**src/rtl/pa_pkg.sv**
```systemverilog
package pa_pkg;
   typedef enum logic [2:0] {
      CMD_NOP      = 3'd0,
      CMD_ALLOC    = 3'd1,
      CMD_RESET    = 3'd2,
      CMD_RX_TAKE  = 3'd3,
      CMD_RX_FREE  = 3'd4,
      CMD_FREE_PNR = 3'd5,
      CMD_TX_PUSH  = 3'd6,
      CMD_TX_DRAIN = 3'd7
   } pa_cmd_e;

   localparam int IRQ_RX    = 0;
   localparam int IRQ_ALLOC = 3;
   localparam int IRQ_OVR   = 4;
endpackage

```
**src/rtl/pa_queue.sv**
```systemverilog
module pa_queue #(
   parameter int DEPTH = 4,
   parameter int W     = 2,
   localparam int PW   = (DEPTH > 1) ? $clog2(DEPTH) : 1,
   localparam int CW   = $clog2(DEPTH + 1)
) (
   input  logic          clk,
   input  logic          rst_n,
   input  logic          flush,
   input  logic          push,
   input  logic [W-1:0]  din,
   input  logic          pop,
   output logic [W-1:0]  head,
   output logic          empty,
   output logic [CW-1:0] count
);
   logic [W-1:0]  mem [DEPTH];
   logic [PW-1:0] rd_q, wr_q;
   logic [CW-1:0] cnt_q;
   logic          do_pop, do_push;

   function automatic logic [PW-1:0] nxt(input logic [PW-1:0] p);
      return (p == PW'(DEPTH - 1)) ? '0 : p + 1'b1;
   endfunction

   assign do_pop  = pop && (cnt_q != '0);
   assign do_push = push && ((cnt_q != CW'(DEPTH)) || do_pop);

   always_ff @(posedge clk or negedge rst_n) begin
      if (!rst_n) begin
         rd_q  <= '0;
         wr_q  <= '0;
         cnt_q <= '0;
      end else if (flush) begin
         rd_q  <= '0;
         wr_q  <= '0;
         cnt_q <= '0;
      end else begin
         if (do_pop)  rd_q <= nxt(rd_q);
         if (do_push) wr_q <= nxt(wr_q);
         cnt_q <= cnt_q + CW'(do_push) - CW'(do_pop);
      end
   end

   always_ff @(posedge clk) begin
      if (do_push && !flush) mem[wr_q] <= din;
   end

   assign head  = mem[rd_q];
   assign empty = (cnt_q == '0);
   assign count = cnt_q;

   p_no_overfill_r4: assert property (@(posedge clk) disable iff (!rst_n)
      (cnt_q == CW'(DEPTH) && push && !pop && !flush) |=> (cnt_q == CW'(DEPTH)));
endmodule

```
**src/rtl/pa_freemap.sv**
```systemverilog
module pa_freemap #(
   parameter int N   = 4,
   parameter int NW  = 2,
   localparam int CW = $clog2(N + 1)
) (
   input  logic          clk,
   input  logic          rst_n,
   input  logic          clear_all,
   input  logic          claim_a,
   input  logic          claim_b,
   input  logic          rel_a,
   input  logic [NW-1:0] rel_a_num,
   input  logic          rel_b,
   input  logic [NW-1:0] rel_b_num,
   output logic [NW-1:0] pick_a,
   output logic          any_a,
   output logic [NW-1:0] pick_b,
   output logic          any_b,
   output logic [CW-1:0] nfree
);
   logic [N-1:0] free_q, rest, take, give;

   always_comb begin
      pick_a = '0;
      any_a  = 1'b0;
      for (int i = N - 1; i >= 0; i--) begin
         if (free_q[i]) begin
            pick_a = NW'(i);
            any_a  = 1'b1;
         end
      end
      rest   = free_q & ~(any_a ? (N'(1) << pick_a) : '0);
      pick_b = '0;
      any_b  = 1'b0;
      for (int i = N - 1; i >= 0; i--) begin
         if (rest[i]) begin
            pick_b = NW'(i);
            any_b  = 1'b1;
         end
      end
      nfree = '0;
      for (int i = 0; i < N; i++) nfree = nfree + CW'(free_q[i]);
   end

   always_comb begin
      take = '0;
      give = '0;
      if (claim_a && any_a) take = take | (N'(1) << pick_a);
      if (claim_b && any_b) take = take | (N'(1) << pick_b);
      if (rel_a) give = give | (N'(1) << rel_a_num);
      if (rel_b) give = give | (N'(1) << rel_b_num);
   end

   always_ff @(posedge clk or negedge rst_n) begin
      if (!rst_n)         free_q <= '1;
      else if (clear_all) free_q <= '1;
      else                free_q <= (free_q & ~take) | give;
   end

   p_two_distinct_r12: assert property (@(posedge clk) disable iff (!rst_n)
      (any_a && any_b) |-> (pick_a != pick_b));
endmodule

```
**src/rtl/pkt_alloc_unit.sv**
```systemverilog
module pkt_alloc_unit #(
   parameter int NUM_PKTS = 4,
   parameter int REL_LAT  = 2,
   localparam int NW      = (NUM_PKTS > 1) ? $clog2(NUM_PKTS) : 1,
   localparam int CW      = $clog2(NUM_PKTS + 1),
   localparam int HW      = $clog2(REL_LAT + 1)
) (
   input  logic        clk,
   input  logic        rst_n,
   input  logic        cmd_valid,
   input  logic [7:0]  cmd_word,
   input  logic        pnr_wr,
   input  logic [7:0]  pnr_wdata,
   input  logic        mask_wr,
   input  logic [7:0]  mask_wdata,
   input  logic        ack_wr,
   input  logic [7:0]  ack_wdata,
   input  logic        rx_push,
   input  logic        tx_pop,
   output logic [7:0]  alloc_result,
   output logic [7:0]  pnr,
   output logic [15:0] fifo_status,
   output logic        busy,
   output logic [7:0]  int_status,
   output logic [7:0]  int_mask,
   output logic        irq
);
   import pa_pkg::*;

   if (NUM_PKTS < 2 || NUM_PKTS > 128) begin : g_bad_pool
      $error("NUM_PKTS must lie in 2..128");
   end
   if (REL_LAT < 1) begin : g_bad_lat
      $error("REL_LAT must be at least 1");
   end

   pa_cmd_e         cmd;
   logic            accept, is_alloc, is_reset, is_rx_take, is_rx_free;
   logic            is_free_pnr, is_tx_push, is_tx_drain;
   logic            pnr_ok, rx_take, rx_ovr, host_any, alloc_ok, tx_deq;
   logic [NW-1:0]   host_num, pick_a, pick_b, rx_head, tx_head, rel_a_num;
   logic            any_a, any_b, rx_empty, tx_empty, rel_a;
   logic [CW-1:0]   nfree, unused_rx_cnt, unused_tx_cnt;
   logic [HW-1:0]   hold_q;
   logic            drain_q, alloc_flag_q, ovr_flag_q;
   logic [7:0]      pnr_q, mask_q, res_q;
   logic [4:0]      unused_cmd_low;

   assign unused_cmd_low = cmd_word[4:0];
   assign cmd        = pa_cmd_e'(cmd_word[7:5]);
   assign accept     = cmd_valid && !busy;
   assign is_alloc    = accept && (cmd == CMD_ALLOC);
   assign is_reset    = accept && (cmd == CMD_RESET);
   assign is_rx_take  = accept && (cmd == CMD_RX_TAKE);
   assign is_rx_free  = accept && (cmd == CMD_RX_FREE);
   assign is_free_pnr = accept && (cmd == CMD_FREE_PNR);
   assign is_tx_push  = accept && (cmd == CMD_TX_PUSH);
   assign is_tx_drain = accept && (cmd == CMD_TX_DRAIN);

   assign pnr_ok   = (pnr_q < 8'(NUM_PKTS));
   assign rx_take  = rx_push && !is_reset && any_a;
   assign rx_ovr   = rx_push && !is_reset && !any_a;
   assign host_any = rx_take ? any_b : any_a;
   assign host_num = rx_take ? pick_b : pick_a;
   assign alloc_ok = is_alloc && host_any;
   assign tx_deq   = (drain_q || tx_pop) && !tx_empty;

   always_comb begin
      rel_a     = 1'b0;
      rel_a_num = rx_head;
      if (is_rx_free && !rx_empty) begin
         rel_a = 1'b1;
      end else if (is_free_pnr && pnr_ok) begin
         rel_a     = 1'b1;
         rel_a_num = pnr_q[NW-1:0];
      end
   end

   pa_freemap #(.N(NUM_PKTS), .NW(NW)) i_free (
      .clk(clk), .rst_n(rst_n), .clear_all(is_reset),
      .claim_a(rx_take || alloc_ok), .claim_b(alloc_ok && rx_take),
      .rel_a(rel_a), .rel_a_num(rel_a_num),
      .rel_b(tx_deq), .rel_b_num(tx_head),
      .pick_a(pick_a), .any_a(any_a), .pick_b(pick_b), .any_b(any_b),
      .nfree(nfree));

   pa_queue #(.DEPTH(NUM_PKTS), .W(NW)) i_rxq (
      .clk(clk), .rst_n(rst_n), .flush(is_reset),
      .push(rx_take), .din(pick_a), .pop(is_rx_take || is_rx_free),
      .head(rx_head), .empty(rx_empty), .count(unused_rx_cnt));

   pa_queue #(.DEPTH(NUM_PKTS), .W(NW)) i_txq (
      .clk(clk), .rst_n(rst_n), .flush(is_reset),
      .push(is_tx_push && pnr_ok), .din(pnr_q[NW-1:0]), .pop(tx_deq),
      .head(tx_head), .empty(tx_empty), .count(unused_tx_cnt));

   always_ff @(posedge clk or negedge rst_n) begin
      if (!rst_n) begin
         hold_q       <= '0;
         drain_q      <= 1'b0;
         alloc_flag_q <= 1'b0;
         ovr_flag_q   <= 1'b0;
         pnr_q        <= '0;
         mask_q       <= '0;
         res_q        <= '0;
      end else begin
         if (is_reset || is_rx_free || is_free_pnr) hold_q <= HW'(REL_LAT);
         else if (hold_q != '0)                      hold_q <= hold_q - 1'b1;

         if (is_tx_drain)              drain_q <= 1'b1;
         else if (drain_q && tx_empty) drain_q <= 1'b0;

         if (alloc_ok)                           alloc_flag_q <= 1'b1;
         else if (is_alloc || is_reset)          alloc_flag_q <= 1'b0;
         else if (ack_wr && ack_wdata[IRQ_ALLOC]) alloc_flag_q <= 1'b0;

         if (rx_ovr)                             ovr_flag_q <= 1'b1;
         else if (is_reset)                      ovr_flag_q <= 1'b0;
         else if (ack_wr && ack_wdata[IRQ_OVR])  ovr_flag_q <= 1'b0;

         if (alloc_ok)      res_q <= {1'b0, 7'(host_num)};
         else if (is_alloc) res_q <= 8'h80;

         if (pnr_wr)  pnr_q  <= pnr_wdata;
         if (mask_wr) mask_q <= mask_wdata;
      end
   end

   assign busy         = (hold_q != '0) || drain_q;
   assign alloc_result = res_q;
   assign pnr          = pnr_q;
   assign int_mask     = mask_q;
   assign fifo_status  = {rx_empty, rx_empty ? 7'd0 : 7'(rx_head),
                          tx_empty, tx_empty ? 7'd0 : 7'(tx_head)};
   always_comb begin
      int_status            = '0;
      int_status[IRQ_RX]    = !rx_empty;
      int_status[IRQ_ALLOC] = alloc_flag_q;
      int_status[IRQ_OVR]   = ovr_flag_q;
   end
   assign irq = |(int_status & mask_q);

   p_alloc_flag_r2: assert property (@(posedge clk) disable iff (!rst_n)
      (cmd_valid && !busy && cmd_word[7:5] == 3'd1 && !rx_push && nfree != '0)
      |=> (int_status[3] && !alloc_result[7]));
   p_alloc_fail_r3: assert property (@(posedge clk) disable iff (!rst_n)
      (cmd_valid && !busy && cmd_word[7:5] == 3'd1 && nfree == '0)
      |=> (alloc_result[7] && !int_status[3]));
   p_overrun_r5: assert property (@(posedge clk) disable iff (!rst_n)
      (rx_push && nfree == '0 && !(cmd_valid && !busy && cmd_word[7:5] == 3'd2))
      |=> int_status[4]);
   p_reset_clean_r8: assert property (@(posedge clk) disable iff (!rst_n)
      (cmd_valid && !busy && cmd_word[7:5] == 3'd2)
      |=> (fifo_status[15] && fifo_status[7] && nfree == CW'(NUM_PKTS)));
   p_drain_busy_r9: assert property (@(posedge clk) disable iff (!rst_n)
      (cmd_valid && !busy && cmd_word[7:5] == 3'd7) |=> busy);
   p_release_busy_r10: assert property (@(posedge clk) disable iff (!rst_n)
      (cmd_valid && !busy && (cmd_word[7:5] == 3'd2 || cmd_word[7:5] == 3'd4 ||
                              cmd_word[7:5] == 3'd5)) |=> busy);
   p_busy_blocks_r10: assert property (@(posedge clk) disable iff (!rst_n)
      (busy && cmd_valid && !rx_push) |=> $stable(alloc_result));
endmodule

```
**config.mk**
```make
export PLATFORM = sky130hd
export DESIGN_NAME = pkt_alloc_unit
export DESIGN_NICKNAME = d
export VERILOG_FILES = /design/src/rtl/pa_pkg.sv /design/src/rtl/pa_queue.sv /design/src/rtl/pa_freemap.sv /design/src/rtl/pkt_alloc_unit.sv
export SDC_FILE = /design/constraint.sdc
export NUM_CORES = 1
export LEC_CHECK = 0
export CORE_MARGIN = 2
export CORE_UTILIZATION = 30
export CTS_CLUSTER_DIAMETER = 30
export DETAILED_ROUTE_END_ITERATION = 8
export PLACE_DENSITY = 0.65
export SLEW_MARGIN = 20
export SYNTH_ARGS = -nofsm -noshare
export SYNTH_HDL_FRONTEND = slang
export SYNTH_HIERARCHICAL = 1
export SYNTH_SLANG_ARGS = --single-unit
```
**constraint.sdc**
```tcl
create_clock -name clk -period 2.88 [get_ports clk]
set_clock_uncertainty 0.05 [all_clocks]
set_input_delay 0.288 -clock clk [delete_from_list [all_inputs] [get_ports clk]]
set_output_delay 0.288 -clock clk [all_outputs]
set_load 0.02 [all_outputs]
```
==> results of run 1 <==
-- critical path, stage by stage, from the launching register on --
cell and delay, ns:
dfrtp_1 0.39, inv_1 0.07, ha_2 0.24, nand4_1 0.16, nor4_2 0.24, buf_4 0.16
o41a_1 0.16, a21o_1 0.12, ha_1 0.13, inv_1 0.05, fa_1 0.40, xnor2_2 0.15
xnor2_1 0.15, nor2_1 0.05
-- power by group --
part	total (mW)	internal [mW]	switching, mW
sequential	1.24	1.07	0.171
clock	0.698	0.395	0.303
combinational	1.38	0.690	0.685
-- worst min path at each step --
stage	to	slack, ns	cells past startpoint
CTS	i_rxq/wr_q[1]	0.09	1
detailed placement	alloc_result[7]	0.44	1
global route	int_mask[5]	0.47	1
floorplan	alloc_flag_q	-0.06	0
finish	i_rxq/wr_q[1]	0.43	2
global placement	alloc_result[7]	0.43	1
-- state kept, by name, indices dropped and copies added, names as in the netlist --
name,cells
alloc_flag_q,1
alloc_result,3
drain_q,1
hold_q,2
i_free/free_q,4
i_rxq/count,3
i_rxq/mem,8
i_rxq/rd_q,2
i_rxq/wr_q,2
i_txq/count,3
i_txq/mem,8
i_txq/rd_q,2
i_txq/wr_q,2
int_mask,8
ovr_flag_q,1
pnr,8
-- per-layer routing --
metal	track usage, %	part of all wire (%)	up-vias
li1	-	-	1091
met1	14.8	46	1082
met2	18.8	47	66
met3	3.45	5.4	10
met4	5.68	1.7	0
met5	0	0	-
-- cell type report --
type	count	area, um^2	area share (%)
sequential	58	1540	37.1
clock inverter	4	43.8	1.06
tap	136	170	4.11
multi-input combinational	191	1500	36.1
inverter	20	75.1	1.81
clock buffer	12	135	3.26
timing repair buffer	72	686	16.5
-- timing repair --
action / CTS / global route
hold endpoints to repair: 0 / 38
hold buffers: 0 / 1
gates resized for setup: 0 / 5
endpoints found under the setup margin: 0 / 2
-- metrics by stage --
step / hold WS (ns) / setup WS (ns) / cells / util, %
detailed placement: 0.443 / 0.0729 / 476 / 37.8
CTS: 0.0901 / 0.162 / 492 / 39.6
finish: 0.434 / 0.243 / 493 / 40.0
global route: 0.468 / -0.00321 / 493 / 40.0
floorplan: -0.0576 / 0.0246 / 299 / -
global placement: 0.434 / 0.101 / 476 / 37.8
==> flow_summary.ini, run 1 <==
[grt]
grt_first_pass_wirelength_um = 10500
grtUsageTotal_pct = 11.9
antenna_found_initial = 0
grt_pass1_vias = 2189
grt_max_degree = 43
overflow = 0

[route]
avgRoutedWirePerCell_um = 12.9
post-route-drc-count = 0
antenna_left = 0
routed_wl_um = 6370
vias = 2249
avgViaCountPerCell = 4.56
drt-initial-drc-count = 90
dr.pass1.iters = 5

[sta]
fin_crit_sh_pct = 91.6
tightest_slew_ns = 0.649
setup_viol = 0
maxSlewHeadroom_pct = 56.2
setup_tns_ns = 0
fmax_ghz = 0.379
hold_viol_final = 0
slew_violations = 0
post-route-min-period_ns = 2.64

[yosys]
synthesis.area_mm2 = 0.00322
synth_area_per_cell_um2 = 11.5
yosysWarnings = 6
syn_inst = 280

[floorplanning]
ioPinCount = 90
rows = 37
fp.dieW_um = 108
core_area_mm2 = 0.0104
start_util_pct = 31.1
die-area_mm2 = 0.0116
dieHeight_um = 108

[placement]
gp_congestion = 0.747
io_buffer_count = 58
dp_hpwl_um = 4790
dpl-instance-area_mm2 = 0.00392

[clock_tree]
cts_root_buf = clkbuf_8
clk_path_buf_depth = 2
cts_tree = done
clock_sink_count = 58
post_cts_buffers = 0
numCtsBuffers = 9
insertion_delay_ns = 0.33
htreeDepth = 3
clk_pin_slew_ns = 0.07

[critical_path]
timing.rr.start = hold_q[0]
r2r_end = i_txq/count[2]
cp-endpoint = i_txq/count[2]
startpoint_type = flip-flop
endpoint_kind = flip-flop
regToRegSetupSlack_ns = 0.24
cp-startpoint = hold_q[0]
r2r_cells = 13
cp_max_fo = 6
path_class = flip-flop to flip-flop
crit_required_ns = 3.04
cp.arrival_ns = 2.79

[layout]
final_common_cell = clkdlybuf4s50_1
areaGrowthSynthToFinish_pct = 28.7
diodes = 0
fin_nets = 408
final_cell_mix = clkdlybuf4s50_1, dfrtp_1, conb_1
layout-drive-gt1-share_pct = 19.0
n_fill_cell = 1009
final_cell_area_mm2 = 0.00414

[power]
cellPowerDensity_mw_per_mm2 = 799
ir_drop_uv = 499
leakage_nw = 1.75
p_total_mw = 3.31

[flow_run]
cap_violations = 0

[worst_hold_path]
worstHoldPathType = input port to async pin

[outcome]
status = completed
Power figures use the tool's default switching activity.
==> run 2, diff against run 1 <==
--- a/config.mk
+++ b/config.mk
@@ -7,8 +7,9 @@
 export LEC_CHECK = 0
 export CORE_MARGIN = 2
 export CORE_UTILIZATION = 30
-export CTS_CLUSTER_DIAMETER = 30
+export CTS_CLUSTER_DIAMETER = 80
 export DETAILED_ROUTE_END_ITERATION = 8
+export MAX_ROUTING_LAYER = met4
 export PLACE_DENSITY = 0.65
 export SLEW_MARGIN = 20
 export SYNTH_ARGS = -nofsm -noshare
==> flow_summary.ini, run 2 (synthesis results as in run 1) <==
[route]
drt-initial-drc-count = 113
antenna_left = 0
vias = 2266
avgRoutedWirePerCell_um = 12.9
routed_wl_um = 6350
post-route-drc-count = 0
dr.pass1.iters = 4
avgViaCountPerCell = 4.60

[clock_tree]
clk_pin_slew_ns = 0.07
clk_path_buf_depth = 2
clock_sink_count = 58
insertion_delay_ns = 0.33
cts_root_buf = clkbuf_8
post_cts_buffers = 0
numCtsBuffers = 9
htreeDepth = 3
cts_tree = done

[sta]
tightest_slew_ns = 0.648
hold_viol_final = 0
maxSlewHeadroom_pct = 56.3
setup_tns_ns = 0
hold_slack_ns = 0.433
slew_violations = 0
fin_crit_sh_pct = 92.0
setup_viol = 0
post-route-min-period_ns = 2.65
worst_slack_ns = 0.231
fmax_ghz = 0.378

[floorplanning]
core_area_mm2 = 0.0104
die-area_mm2 = 0.0116
fp.dieW_um = 108
rows = 37
dieHeight_um = 108
ioPinCount = 90
start_util_pct = 31.1

[placement]
io_buffer_count = 58
gp_congestion = 0.756
post-place-cells = 476
dp_hpwl_um = 4790
dp_slack_ns = 0.0729
dpl-instance-area_mm2 = 0.00392

[layout]
final_cell_area_mm2 = 0.00414
final_cell_mix = clkdlybuf4s50_1, dfrtp_1, conb_1
final_common_cell = clkdlybuf4s50_1
areaGrowthSynthToFinish_pct = 28.5
diodes = 0
n_fill_cell = 1011
layout-drive-gt1-share_pct = 18.8
fin_cells = 493
fin_nets = 408

[grt]
grtUsageTotal_pct = 12.2
grt_max_degree = 43
overflow = 0
antenna_found_initial = 0
grt_pass1_vias = 2194
grt_first_pass_wirelength_um = 10500

[power]
p_int_mw = 2.15
ir_drop_uv = 498
p_sw_share_pct = 34.9
p_clk_share_pct = 21.1
cellPowerDensity_mw_per_mm2 = 799
seqPwrFrac_pct = 37.4
leakage_nw = 1.75
p_sw_mw = 1.15
p_comb_share_pct = 41.4

[critical_path]
crit_path_top_delay_cell = fa_1
cp_max_fo = 6
path_delay_family = adder cells
critical_path.max_stage_delay_ns = 0.40
cp.arrival_ns = 2.81
endpoint_kind = flip-flop
cp_num_buf_inv = 3
path_class = flip-flop to flip-flop
cpMostUsedCell = inv_1
crit_required_ns = 3.04
startpoint_type = flip-flop
cp_cell_sequence = inv_1, ha_2, nand4_1, nor4_2, buf_4, o41a_1, a21o_1, ha_1, inv_1, fa_1, xnor2_2, xnor2_1, nor2_1

[worst_hold_path]
worstHoldPathType = input port to async pin

[flow_run]
cap_violations = 0

[outcome]
status = completed
run 2: final timing paths:
check                                start  slack (ns)              end  cells past startpoint
min                                  rst_n        0.43    i_rxq/wr_q[1]                      2
min reg2reg                alloc_result[7]        0.45  alloc_result[7]                      1
max reg2reg                      hold_q[0]        0.23   i_txq/count[2]                     13
min in group clk           alloc_result[7]        0.45  alloc_result[7]                      1
max                              hold_q[0]        0.23   i_txq/count[2]                     13
max in group asynchronous            rst_n        1.96           pnr[0]                      2
run 2: metrics by stage:
step	total power [mW]	utilization [%]
global placement	2.59	37.8
global route	3.56	39.9
detailed placement	2.63	37.8
CTS	3.35	39.6
floorplan	2.15	-
finish	3.30	39.9
run 2: layer usage:
metal	vias up	GRT usage, %	routed length [um]
met2	77	18.9	2950
met3	13	3.45	422
met5	-	-	0
li1	1090	-	-
met4	0	5.68	133
met1	1086	14.7	2840
run 2: repair_timing:
| action | CTS | global route |
|---|---|---|
| setup endpoints to repair | 0 | 2 |
| hold buffers | 0 | 1 |
| resized for setup | 0 | 4 |
| endpoints found under the hold margin | 0 | 38 |
run 2: area by class of cell:
type | instances | area (um^2) | share of cell area [%]
clock buffers | 12 | 135 | 3.27
flip-flops and latches | 58 | 1540 | 37.1
repair buffers | 72 | 686 | 16.6
multi-input cells | 191 | 1490 | 36.0
inverters | 20 | 75.1 | 1.81
well taps | 136 | 170 | 4.11
clock inverters | 4 | 43.8 | 1.06
run 2: power groups by stage:
stage / Combinational [mW] / Sequential, mW / Clock, mW
3_3_place_gp: 1.34 / 1.25 / 0
6_report: 1.37 / 1.24 / 0.698
4_1_cts: 1.38 / 1.24 / 0.727
3_5_place_dp: 1.37 / 1.25 / 0
5_1_grt: 1.53 / 1.27 / 0.765
2_1_floorplan: 0.879 / 1.27 / 0
